`src/rtl/memop_seq_pkg.sv`:
```
package memop_seq_pkg;

  typedef enum logic [2:0] {
    MC_FETCH = 3'd0,
    MC_OPC   = 3'd1,
    MC_DISP  = 3'd2,
    MC_ADD   = 3'd3,
    MC_READ  = 3'd4
  } mcyc_e;

  localparam int TW = 3;

  typedef struct packed {
    logic       prefix;
    logic       idx_sel;
    logic       alu_mem;
    logic [2:0] op;
  } dec_t;

  function automatic logic [TW-1:0] mc_len(input mcyc_e s);
    unique case (s)
      MC_FETCH: mc_len = 3'd4;
      MC_OPC:   mc_len = 3'd4;
      MC_DISP:  mc_len = 3'd3;
      MC_ADD:   mc_len = 3'd5;
      MC_READ:  mc_len = 3'd3;
      default:  mc_len = 3'd4;
    endcase
  endfunction

endpackage

```
`src/rtl/memop_seq_tcount.sv`:
```
module memop_seq_tcount #(
  parameter int TW = 3
) (
  input  logic          clk,
  input  logic          rst_n,
  input  logic [TW-1:0] len,
  output logic [TW-1:0] t_out,
  output logic          last
);

  localparam logic [TW-1:0] T_ONE = TW'(1);

  logic [TW-1:0] t_q;

  assign last  = (t_q == len);
  assign t_out = t_q;

  always_ff @(posedge clk or negedge rst_n) begin
    if (!rst_n)    t_q <= T_ONE;
    else if (last) t_q <= T_ONE;
    else           t_q <= t_q + T_ONE;
  end

  // the T-state either restarts at 1 or steps up by one
  p_t_step_r11: assert property (@(posedge clk) disable iff (!rst_n)
    (t_out != T_ONE) |-> (t_out == $past(t_out) + T_ONE));

  // the T-state never passes the length of the current machine cycle
  p_t_bound_r11: assert property (@(posedge clk) disable iff (!rst_n)
    (t_out >= T_ONE) && (t_out <= len));

endmodule

```
`src/rtl/memop_seq_decode.sv`:
```
module memop_seq_decode
  import memop_seq_pkg::*;
(
  input  logic [7:0] byte_in,
  output dec_t       dec
);

  always_comb begin
    dec.prefix  = (byte_in[7:6] == 2'b11) && (byte_in[4:0] == 5'b11101);
    dec.idx_sel = byte_in[5];
    dec.alu_mem = (byte_in[7:6] == 2'b10) && (byte_in[2:0] == 3'b110);
    dec.op      = byte_in[5:3];
  end

endmodule

```
`src/rtl/memop_seq_ea.sv`:
```
module memop_seq_ea #(
  parameter int AW = 16,
  parameter int DW = 8
) (
  input  logic [AW-1:0] base,
  input  logic [DW-1:0] disp,
  output logic [AW-1:0] ea
);

  localparam int XW = AW - DW;

  logic [AW-1:0] disp_sx;

  assign disp_sx = {{XW{disp[DW-1]}}, disp};
  assign ea      = base + disp_sx;

endmodule

```
`src/rtl/memop_seq.sv`:
```
module memop_seq
  import memop_seq_pkg::*;
#(
  parameter int            AW       = 16,
  parameter int            DW       = 8,
  parameter logic [AW-1:0] RESET_PC = '0
) (
  input  logic          clk,
  input  logic          rst_n,
  input  logic [AW-1:0] ptr_reg,
  input  logic [AW-1:0] idx0_reg,
  input  logic [AW-1:0] idx1_reg,
  output logic [AW-1:0] mem_addr,
  output logic          mem_rd,
  input  logic [DW-1:0] mem_rdata,
  output logic [AW-1:0] pc,
  output logic [2:0]    m_num,
  output logic [2:0]    t_num,
  output logic          alu_go,
  output logic [2:0]    alu_op,
  output logic [DW-1:0] alu_operand
);

  localparam logic [AW-1:0] PC_STEP = AW'(1);
  localparam logic [2:0]    M_ONE   = 3'd1;

  mcyc_e         state;
  logic [2:0]    m_cnt;
  logic [AW-1:0] pc_q;
  logic [AW-1:0] ea_q;
  logic [DW-1:0] disp_q;
  logic          idx_sel_q;
  logic [2:0]    op_q;
  logic [DW-1:0] operand_q;
  logic          go_q;

  logic [TW-1:0] t_cur;
  logic          t_last;
  dec_t          dec;
  logic [AW-1:0] idx_base;
  logic [AW-1:0] ea_sum;

  memop_seq_tcount #(.TW(TW)) u_tcount (
    .clk   (clk),
    .rst_n (rst_n),
    .len   (mc_len(state)),
    .t_out (t_cur),
    .last  (t_last)
  );

  memop_seq_decode u_decode (
    .byte_in (mem_rdata[7:0]),
    .dec     (dec)
  );

  assign idx_base = idx_sel_q ? idx1_reg : idx0_reg;

  memop_seq_ea #(.AW(AW), .DW(DW)) u_ea (
    .base (idx_base),
    .disp (disp_q),
    .ea   (ea_sum)
  );

  always_ff @(posedge clk or negedge rst_n) begin
    if (!rst_n) begin
      state     <= MC_FETCH;
      m_cnt     <= M_ONE;
      pc_q      <= RESET_PC;
      ea_q      <= '0;
      disp_q    <= '0;
      idx_sel_q <= 1'b0;
      op_q      <= '0;
      operand_q <= '0;
      go_q      <= 1'b0;
    end else begin
      go_q <= 1'b0;
      if (t_last) begin
        unique case (state)
          MC_FETCH: begin
            pc_q <= pc_q + PC_STEP;
            if (dec.prefix) begin
              idx_sel_q <= dec.idx_sel;
              state     <= MC_OPC;
              m_cnt     <= 3'd2;
            end else if (dec.alu_mem) begin
              op_q  <= dec.op;
              ea_q  <= ptr_reg;
              state <= MC_READ;
              m_cnt <= 3'd2;
            end else begin
              m_cnt <= M_ONE;
            end
          end
          MC_OPC: begin
            pc_q <= pc_q + PC_STEP;
            if (dec.alu_mem) begin
              op_q  <= dec.op;
              state <= MC_DISP;
              m_cnt <= 3'd3;
            end else begin
              state <= MC_FETCH;
              m_cnt <= M_ONE;
            end
          end
          MC_DISP: begin
            pc_q   <= pc_q + PC_STEP;
            disp_q <= mem_rdata;
            state  <= MC_ADD;
            m_cnt  <= 3'd4;
          end
          MC_ADD: begin
            ea_q  <= ea_sum;
            state <= MC_READ;
            m_cnt <= 3'd5;
          end
          MC_READ: begin
            operand_q <= mem_rdata;
            go_q      <= 1'b1;
            state     <= MC_FETCH;
            m_cnt     <= M_ONE;
          end
          default: begin
            state <= MC_FETCH;
            m_cnt <= M_ONE;
          end
        endcase
      end
    end
  end

  assign mem_rd      = (state != MC_ADD);
  assign mem_addr    = (state == MC_READ) ? ea_q : pc_q;
  assign pc          = pc_q;
  assign m_num       = m_cnt;
  assign t_num       = t_cur;
  assign alu_go      = go_q;
  assign alu_op      = op_q;
  assign alu_operand = operand_q;

  // no read strobe during the address-add machine cycle
  p_add_no_read_r9: assert property (@(posedge clk) disable iff (!rst_n)
    (m_num == 3'd4) |-> !mem_rd);

  // the execute strobe lasts a single clock
  p_go_single_r7: assert property (@(posedge clk) disable iff (!rst_n)
    alu_go |=> !alu_go);

  // the strobe coincides with the first clock of the next fetch
  p_go_at_fetch_r7: assert property (@(posedge clk) disable iff (!rst_n)
    alu_go |-> (m_num == M_ONE && t_num == 3'd1 && mem_rd && mem_addr == pc));

  // the program counter moves only after a clock with a read
  p_pc_after_read_r6: assert property (@(posedge clk) disable iff (!rst_n)
    !$stable(pc) |-> $past(mem_rd));

  // the machine-cycle number restarts at 1 or steps up by one
  p_m_step_r11: assert property (@(posedge clk) disable iff (!rst_n)
    (m_num != $past(m_num)) |-> (m_num == M_ONE || m_num == $past(m_num) + 3'd1));

endmodule

```
`config.mk`:
```
export PLATFORM = sky130hd
export DESIGN_NAME = memop_seq
export DESIGN_NICKNAME = d
export VERILOG_FILES = /design/src/rtl/memop_seq_pkg.sv /design/src/rtl/memop_seq_tcount.sv /design/src/rtl/memop_seq_decode.sv /design/src/rtl/memop_seq_ea.sv /design/src/rtl/memop_seq.sv
export SDC_FILE = /design/constraint.sdc
export NUM_CORES = 1
export LEC_CHECK = 0
export ABC_AREA = 1
export BUFFER_PORTS_ARGS = -buffer_cell sky130_fd_sc_hd__buf_4
export CAP_MARGIN = 10
export CORE_MARGIN = 8
export CORE_UTILIZATION = 56
export CTS_BUF_LIST = sky130_fd_sc_hd__clkbuf_8
export DETAILED_ROUTE_END_ITERATION = 16
export PLACE_DENSITY = 0.93
export RECOVER_POWER = 100
export SYNTH_ARGS = -nofsm -noshare
export SYNTH_HDL_FRONTEND = slang
export SYNTH_HIERARCHICAL = 1
export SYNTH_SLANG_ARGS = --single-unit
```
`constraint.sdc`:
```
create_clock -name clk -period 2.75 [get_ports clk]
set_input_delay 0.825 -clock clk [delete_from_list [all_inputs] [get_ports clk]]
set_output_delay 0.825 -clock clk [all_outputs]
set_load 0.01 [all_outputs]
```
======== Word level (Yosys, flattened, before mapping) ========
Index checks and enable logic that the tools add are counted.
storage, ports and cells
  latch bits .............................. 0
  RAM bits ................................ 0
  bits in registers ....................... 62
  bits in read-only memories .............. 0
  memories kept ........................... 0
  output and inout bits ................... 51
cells by class
  equality and inequality tests ........... 13
  mux-type cells .......................... 20
  $lt $le $gt $ge ......................... 0
  div/mod/pow operators ................... 0
  multiply operators ...................... 0
  add/subtract/negate cells ............... 3
  shift operators ......................... 0
  bitwise logic cells ..................... 0
  reduce and logical (&&, ||, !) cells .... 14
operators by type and width
  kind                     count
  $mux W16                 4
  $pmux W16 S2             1
  $pmux W3 S4              2
  $add A16 B1 Y16 const B  1
  $add A16 B16 Y16         1
  $mux W3                  5
  $pmux W3 S2              2
  $mux W2                  4
  $reduce_and A2 Y1        4
  $eq A3 B2 Y1 const B     2
  $eq A3 B3 Y1 const B     2
  $reduce_and A3 Y1        2
  $eq A5 B5 Y1 const B     1
  $eq A2 B2 Y1 const B     2
  $ne A2 B2 Y1 const B     2
  $reduce_and A4 Y1        1
  $reduce_bool A2 Y1       2
  $add A3 B1 Y3 const B    1
  $eq A3 B1 Y1 const B     1
  $eq A3 B3 Y1             1
  $logic_not A3 Y1         1
  $ne A3 B2 Y1 const B     1
  $ne A3 B3 Y1 const B     1
  $reduce_or A3 Y1         1
  3 further kinds          5

======== Longest topological paths before layout ========
Gate-level depths: netlist of run 1.
  word-level depth ........................ 5
  mapped depth ............................ 19

======== Cells and area by module ========
The synthesis of run 1 kept the hierarchy.
modules (own cells, without submodules)
  module            area an instance (um2)  cells each  instances
  memop_seq         3144.3                  407         1
  memop_seq_ea      930.9                   176         1
  memop_seq_tcount  176.4                   23          1
  memop_seq_decode  85.1                    16          1

======== Least setup slack after synthesis of run 1 ========
No wires, ideal clock.
  path type ............................... input port to flip-flop
  start point ............................. input port idx1_reg[0]
  end point ............................... register ea_q[8]
  setup slack ............................. 0.250 ns
  stages on the path ...................... 13
  arrival time ............................ 2.384 ns
  library setup time ...................... 0.116 ns
  path through ............................ mux2_2 -> ha_1 -> fa_1 -> nand2_1 -> nand2_1 -> and2_4 -> nand2_1 -> nand2_1 -> xor2_1 -> nand3_1 -> nand2_1 -> nand2_1 -> nand2_1
on the way
  cells in the longest elaborated chain, start to end .. 3
RTL lines
  item                    line                source
  start: declaration      memop_seq.sv:12     input logic [AW-1:0] idx1_reg,
  $mux W16                memop_seq.sv:56     assign idx_base = idx_sel_q ? idx1_reg : idx0_reg;
  $add A16 B16 Y16        memop_seq_ea.sv:15  assign ea = base + disp_sx;
  via ea_sum[8]           memop_seq.sv:41     logic [AW-1:0] ea_sum;
  $pmux W16 S2            memop_seq.sv:78     unique case (state)
  end signal: assignment  memop_seq.sv:87     ea_q <= ptr_reg;
  end signal: assignment  memop_seq.sv:112    ea_q <= ea_sum;
  end: declaration        memop_seq.sv:30     logic [AW-1:0] ea_q;
The timed path passes the listed nets, and every way through them passes these cells.
A chain may end at the register's enable or synchronous reset.

======== Worst setup path after layout of run 1 ========
  start point ............................. register state[1]
  end point ............................... output port mem_addr[4]
on the way
  cells in the longest elaborated chain, start to end .. 2
RTL lines
  item                      line              source
  start: declaration        memop_seq.sv:27   mcyc_e state;
  start signal: assignment  memop_seq.sv:66   state <= MC_FETCH;
  start signal: assignment  memop_seq.sv:83   state <= MC_OPC;
  start signal: assignment  memop_seq.sv:88   state <= MC_READ;
  $eq A3 B3 Y1              memop_seq.sv:132  assign mem_addr = (state == MC_READ) ? ea_q : pc_q;
  $mux W16                  memop_seq.sv:132
  end: declaration          memop_seq.sv:13   output logic [AW-1:0] mem_addr,
Every way passes these cells.

==> impl_metrics.tcl, run 1 <==
set metrics [dict create \
    outcome "finished, final reports clean" \
    dp_hpwl_um 8860 \
    coreArea_um2 7610 \
    syn_nets 698 \
    ff2ff_path_depth 14 \
    seq_area_um2 1550 \
    p_clk_frac 0.203 \
    synth-seq-cells 62 \
    drc 0 \
    numPortBuffers 108 \
    cts_hold_buffers 0 \
    ctsHtreeMaxLevel 3 \
    synth_flop_cell "dfrtp_1" \
    p_leak_uw 0.00284 \
    total_power_uw 3450 \
    ioPinCount 109 \
    synth_top_cell_by_area "dfrtp_1" \
    cts_setup_buffers 0 \
    hold_class "reg2reg" \
    routed_wl_um 11100 \
    cts.sinks 62 \
    critical_path_class "reg2out" \
    grt_max_degree 63 \
    async_flop_share 1.00 \
    period_needed_ns 2.61 \
    final_common_cell "nand2_1" \
    combinationalPowerShare 0.406 \
    worstPathMaxFanout 27 \
    peakVddDrop_mv 0.372 \
    layout_common_cells "nand2_1 (256), inv_1 (82), buf_4 (67)" \
    postRouteAntennaNets 0 \
    cp.required_ns 1.93 \
    syn_area_um2 4340 \
    cp.arrival_ns 1.79 \
    die_w_um 104 \
    p_per_area_nw_per_um2 662 \
    layout-drive-gt1-share 0.178 \
    synthTopCellsByArea "dfrtp_1 (35%), nand2_1 (22%), inv_1 (7.1%), ha_1 (4.9%), nand3_1 (4.5%)" \
    area_growth_pct 20.1 \
    grt_antenna_before_repair 0 \
    max_freq_mhz 383 \
    firstDrtPassIters 5 \
    cts_root_buf "clkbuf_8" \
    multi_input_area_um2 2330 \
    synth-edff-count 0 \
    place_inst 821 \
    synthCells 622 \
    tightest_slew_ns 1.49 \
    ys_seq_area_frac 0.358 \
    syn_avg_cell_area_um2 6.97 \
    end_kind "output port" \
    cap_viol_max_count 0 \
    dr.first_iter.drc_count 168 \
    cts-resized-gates 0 \
    stdcell_count 837 \
    die_h_um 104 \
    overflow 0 \
    p_seq_frac 0.391 \
    start_util 0.570 \
    critPathLaunchType "flip-flop" \
    report.final.slew_viol_count 0 \
    holdPathEnd "ea_q[13]$_DFFE_PN0P_" \
    hp-start "ea_q[13]$_DFFE_PN0P_" \
    yosys_warnings 6 \
    holdPathStages 2 \
    clk_pin_slew_ns 0.08 \
    nets 806 \
    synth_cell_types 35 \
    skew_ns 0.0123 \
    r2r_slack_ns 0.20 \
    cts_tree "yes" \
    grt_pass1_vias 4281 \
    gr-usage-all-layers 0.204 \
    die-area_um2 10800 \
    internal_power_uw 2000 \
    rr_startpoint "state[0]$_DFFE_PN0P_" \
    setup_viol 0 \
    rows 32 \
    place.gp.congestion 0.884 \
    clk_latency_ns 0.34 \
    reg2reg_to "pc[11]$_DFFE_PN0P_" \
    synth_top_area_share 0.346 \
    vias_per_cell 5.13 \
    period_share 0.950 \
    hold_viol 0 \
    slew_headroom 0.00680 \
    wl_per_cell_um 13.3 \
    p_sw_uw 1440 \
    fill_cells 702 \
    clockBufferDepth 2 \
    grt_first_pass_wirelength_um 18700 \
    switching_share 0.419 \
    vias 4293 \
    antenna_cells 0 \
    cts_buffers 9 \
]
-- stage by stage --
step | instance area, um^2 | utilization | hold slack [ns] | setup WS [ns] | setup TNS (ns)
after CTS | 5390 | 0.708 | 0.486 | 0.0278 | 0
after global placement | 5210 | 0.685 | 0.465 | 0.0448 | 0
after detailed placement | 5210 | 0.685 | 0.467 | -0.0375 | -0.0391
after global routing | 5210 | 0.685 | 0.508 | -0.0154 | -0.0154
final | 5210 | 0.685 | 0.482 | 0.139 | 0
after floorplan | 4340 | - | 0.449 | 0.250 | 0
-- worst max path at each step --
stage                                 to  depth (start not counted)  slack, ns                  from
floorplan            ea_q[8]$_DFFE_PN0P_                         13       0.25           idx1_reg[0]
global placement    ea_q[14]$_DFFE_PN0P_                         16       0.04           idx1_reg[0]
detailed placement  ea_q[12]$_DFFE_PN0P_                         15      -0.04           idx1_reg[0]
CTS                          mem_addr[4]                          7       0.03  state[1]$_DFFE_PN0P_
global route          pc[11]$_DFFE_PN0P_                         14      -0.02  state[2]$_DFFE_PN0P_
finish                       mem_addr[4]                          7       0.14  state[1]$_DFFE_PN0P_
-- kinds of logic (layout without fill, tap and decap cells) --
kind of cell / after synthesis / in the layout / synth area share
multiplexers: 16 / 16 / 0.0415
buffers and inverters: 105 / 218 / 0.100
adder cells (fa/ha/maj): 18 / 18 / 0.0537
flip-flops: 62 / 62 / 0.358
AO/OA/AOI/OAI: 48 / 48 / 0.0594
AND/OR/NAND/NOR: 353 / 353 / 0.347
XOR/XNOR: 20 / 20 / 0.0404
-- synth_stat cells, drive strengths merged, types with 2 or more instances --
cell type and instances:
nor3 5, mux2 16, nor2 32, o21ai 39, xnor2 4, buf 13
a21oi 7, dfrtp 60, nand2 267, ha 17, xor2 16, nand3b 3
dfstp 2, nand4 3, clkbuf 3, or2 2, inv 88, nand3 40
-- flip-flops by register name, summed over array words and instances, names as in the netlist --
signal	count
ea_q	16
alu_op	3
state	3
idx_sel_q	1
alu_operand	8
alu_go	1
m_num	3
u_tcount/t_out	3
pc	16
disp_q	8
-- worst max-delay path, cell delays in order (launching register included) --
cell	delay, ns
dfrtp_1	0.44
nor2_1	0.19
nand2_2	0.07
buf_4	0.18
inv_4	0.19
nand2_1	0.10
o21ai_0	0.10
clkbuf_1	0.18
-- power by group through the flow --
stage	registers [uW]	clock network [uW]	logic, uW
finish	1350	700	1400
global route	1380	754	1580
CTS	1350	707	1550
detailed placement	1350	0	1540
global placement	1340	0	1480
floorplan	1390	0	856
-- per-layer routing --
metal / up-vias / track usage / wire, um
li1: 2140 / - / -
met1: 1969 / 0.251 / 4780
met2: 160 / 0.341 / 5380
met3: 24 / 0.0527 / 760
met4: 0 / 0.0672 / 199
met5: - / 0 / 0
-- layout make-up --
| class | count | area share |
|---|---|---|
| Sequential cell | 62 | 0.298 |
| Clock buffer | 9 | 0.0238 |
| Timing Repair Buffer | 113 | 0.130 |
| Clock inverter | 7 | 0.00937 |
| Tap cell | 102 | 0.0245 |
| Multi-Input combinational cell | 455 | 0.448 |
| Inverter | 89 | 0.0651 |
Power figures use the tool's default switching activity.
==> inputs of run 2 (changes only) <==
--- a/config.mk
+++ b/config.mk
@@ -12,8 +12,10 @@
 export CORE_UTILIZATION = 56
 export CTS_BUF_LIST = sky130_fd_sc_hd__clkbuf_8
 export DETAILED_ROUTE_END_ITERATION = 16
+export GPL_TIMING_DRIVEN = 0
 export PLACE_DENSITY = 0.93
 export RECOVER_POWER = 100
+export SETUP_SLACK_MARGIN = 0.5
 export SYNTH_ARGS = -nofsm -noshare
 export SYNTH_HDL_FRONTEND = slang
 export SYNTH_HIERARCHICAL = 1
==> constraint.sdc (replaced) <==
create_clock -name clk -period 2.55 [get_ports clk]
set_input_delay 0.765 -clock clk [delete_from_list [all_inputs] [get_ports clk]]
set_output_delay 0.765 -clock clk [all_outputs]
set_load 0.01 [all_outputs]
==> run 2 against run 1 <==
Against the previous run: the flow now finishes with violations (capacitance limit, slew limit, setup timing); clock-buffer cell count is 1 higher; worst setup slack got worse by 0.42 ns; critical path depth up 8; via count increased by 42%; first-iteration DRC count grew to 6.6 times the previous value; critical endpoint is now ea_q[15]$_DFFE_PN0P_.
==> impl_metrics.tcl, run 2 (same netlist as run 1, synthesis figures left out) <==
set metrics [dict create \
    fin_tns_setup_ns -4.31 \
    grt_pass1_vias 5344 \
    clk_pin_slew_ns 0.10 \
    die_h_um 104 \
    cts_tree "yes" \
    clk_latency_ns 0.37 \
    place.gp.congestion 0.919 \
    stdcell_count 911 \
    final_util 0.915 \
    p_leak_uw 0.00362 \
    fin_area_um2 6960 \
    final_common_cell "nand2_1" \
    end_kind "flip-flop" \
    period_needed_ns 2.83 \
    numPortBuffers 108 \
    holdPathStages 2 \
    cpPeakStageDelay_ns 0.38 \
    overflow 0 \
    cp_cell_sequence "buf_8 -> buf_6 -> mux2_2 -> ha_4 -> nand2_1 -> inv_1 -> a21oi_2 -> nand2_2 -> nand2_2 -> nand3_1 -> nand2_1 -> nand3_1 -> nand2_1 -> nand2_1 -> nand2_1" \
    ctsHtreeMaxLevel 3 \
    layout_common_cells "nand2_1 (190), buf_4 (97), inv_1 (74)" \
    fin_ws_ns -0.281 \
    clockBufferDepth 2 \
    ioPinCount 109 \
    start_util 0.570 \
    setup_viol 40 \
    dr.first_iter.drc_count 1113 \
    layout-drive-gt1-share 0.447 \
    vias 6116 \
    place_area_um2 5520 \
    cp.required_ns 2.86 \
    p_per_area_nw_per_um2 822 \
    firstDrtPassIters 12 \
    cp_common_cell "nand2_1" \
    coreArea_um2 7610 \
    cap_viol_max_count 1 \
    hold_class "reg2reg" \
    critical_path_class "reg2reg" \
    ff2ff_path_depth 15 \
    antenna_cells 0 \
    worstPathMaxFanout 5 \
    place_inst 832 \
    area_growth_pct 60.6 \
    grt_max_degree 63 \
    drc 0 \
    routed_wl_um 24600 \
    critPathLaunchType "flip-flop" \
    grt_antenna_before_repair 0 \
    wl_per_cell_um 27.0 \
    skew_ns 0.0177 \
    rsz0062_at_grt "yes" \
    cts.sinks 62 \
    outcome "finished, violations left" \
    cp.arrival_ns 3.15 \
    grt_first_pass_wirelength_um 26100 \
    dp_hpwl_um 9390 \
    worst_hold_slack_ns 0.504 \
    rows 32 \
    report.final.slew_viol_count 63 \
    cp_slowest_cell "dfrtp_1" \
    vias_per_cell 6.71 \
    cts_buffers 9 \
    max_freq_mhz 353 \
    violations "capacitance limit, slew limit, setup timing" \
    slew_headroom -0.109 \
    tightest_slew_ns 1.66 \
    nets 880 \
    postRouteAntennaNets 0 \
    peakVddDrop_mv 0.657 \
    die_w_um 104 \
    period_share 1.11 \
    die-area_um2 10800 \
    cts_root_buf "clkbuf_8" \
    gr-usage-all-layers 0.298 \
    hold_viol 0 \
]
## run 2: changes by cell type in the layout (fill, tap and decap cells not counted), sizes merged
| cell | before | now |
|---|---|---|
| clkinvlp | 1 | 4 |
| bufinv | 0 | 1 |
| clkinv | 4 | 5 |
| inv | 91 | 86 |
| buf | 67 | 153 |
| clkbuf | 55 | 43 |
## run 2: cell type report
type,instances,area [um^2]
Buffer,16,183
Clock buffer,10,138
Clock inverter,6,70.1
Fill cell,303,644
Inverter,89,390
Multi-Input combinational cell,455,3150
Sequential cell,62,1560
Tap cell,102,128
Timing Repair Buffer,170,1340
Timing Repair inverter,1,16.3
## run 2: worst max-delay path: cells and delay by family, from the launching register on
family | cells | cell delay, ns
adder cells (fa/ha/maj) | 1 | 0.28
flip-flops | 1 | 0.38
AO/OA/AOI/OAI | 1 | 0.29
AND/OR/NAND/NOR | 9 | 1.09
buffers and inverters | 3 | 0.37
multiplexers | 1 | 0.36
## run 2: metrics by stage
| step | total power, uW | setup slack (ns) |
|---|---|---|
| global placement | 3160 | -0.0503 |
| CTS | 4660 | 0.240 |
| global route | 5920 | -0.537 |
| floorplan | 2500 | 0.204 |
| finish | 5720 | -0.281 |
| detailed placement | 3240 | -0.0929 |
## run 2: repair_timing
item	CTS	global route
resized for setup	115	156
hold buffers	0	0
setup endpoints to repair	71	74
setup buffers	31	25
gates cloned	5	2
pin swaps	31	48
## run 2: worst paths after layout
path | startpoint | to | slack [ns]
max | idx_sel_q$_DFFE_PN0P_ | ea_q[15]$_DFFE_PN0P_ | -0.28
min reg2reg | alu_operand[1]$_DFFE_PN0P_ | alu_operand[1]$_DFFE_PN0P_ | 0.50
min in group asynchronous | rst_n | ea_q[5]$_DFFE_PN0P_ | 0.81
min | alu_operand[1]$_DFFE_PN0P_ | alu_operand[1]$_DFFE_PN0P_ | 0.50
max reg2reg | idx_sel_q$_DFFE_PN0P_ | ea_q[15]$_DFFE_PN0P_ | -0.28
max in group asynchronous | rst_n | state[0]$_DFFE_PN0P_ | 0.63
## run 2: per-layer routing
layer / wire, um / up-vias / global-route usage
li1: - / 2285 / -
met1: 7330 / 2756 / 0.291
met2: 11000 / 741 / 0.534
met3: 3270 / 334 / 0.0793
met4: 3010 / 0 / 0.216
met5: 0 / - / 0
## run 2: where the power goes
| group | switching, uW | internal [uW] | total, uW | leakage (uW) |
|---|---|---|---|---|
| Clock | 522 | 484 | 1010 | 0.0000951 |
| Combinational | 1850 | 1280 | 3140 | 0.00277 |
| Sequential | 328 | 1250 | 1580 | 0.000753 |
| Total | 2700 | 3020 | 5720 | 0.00362 |
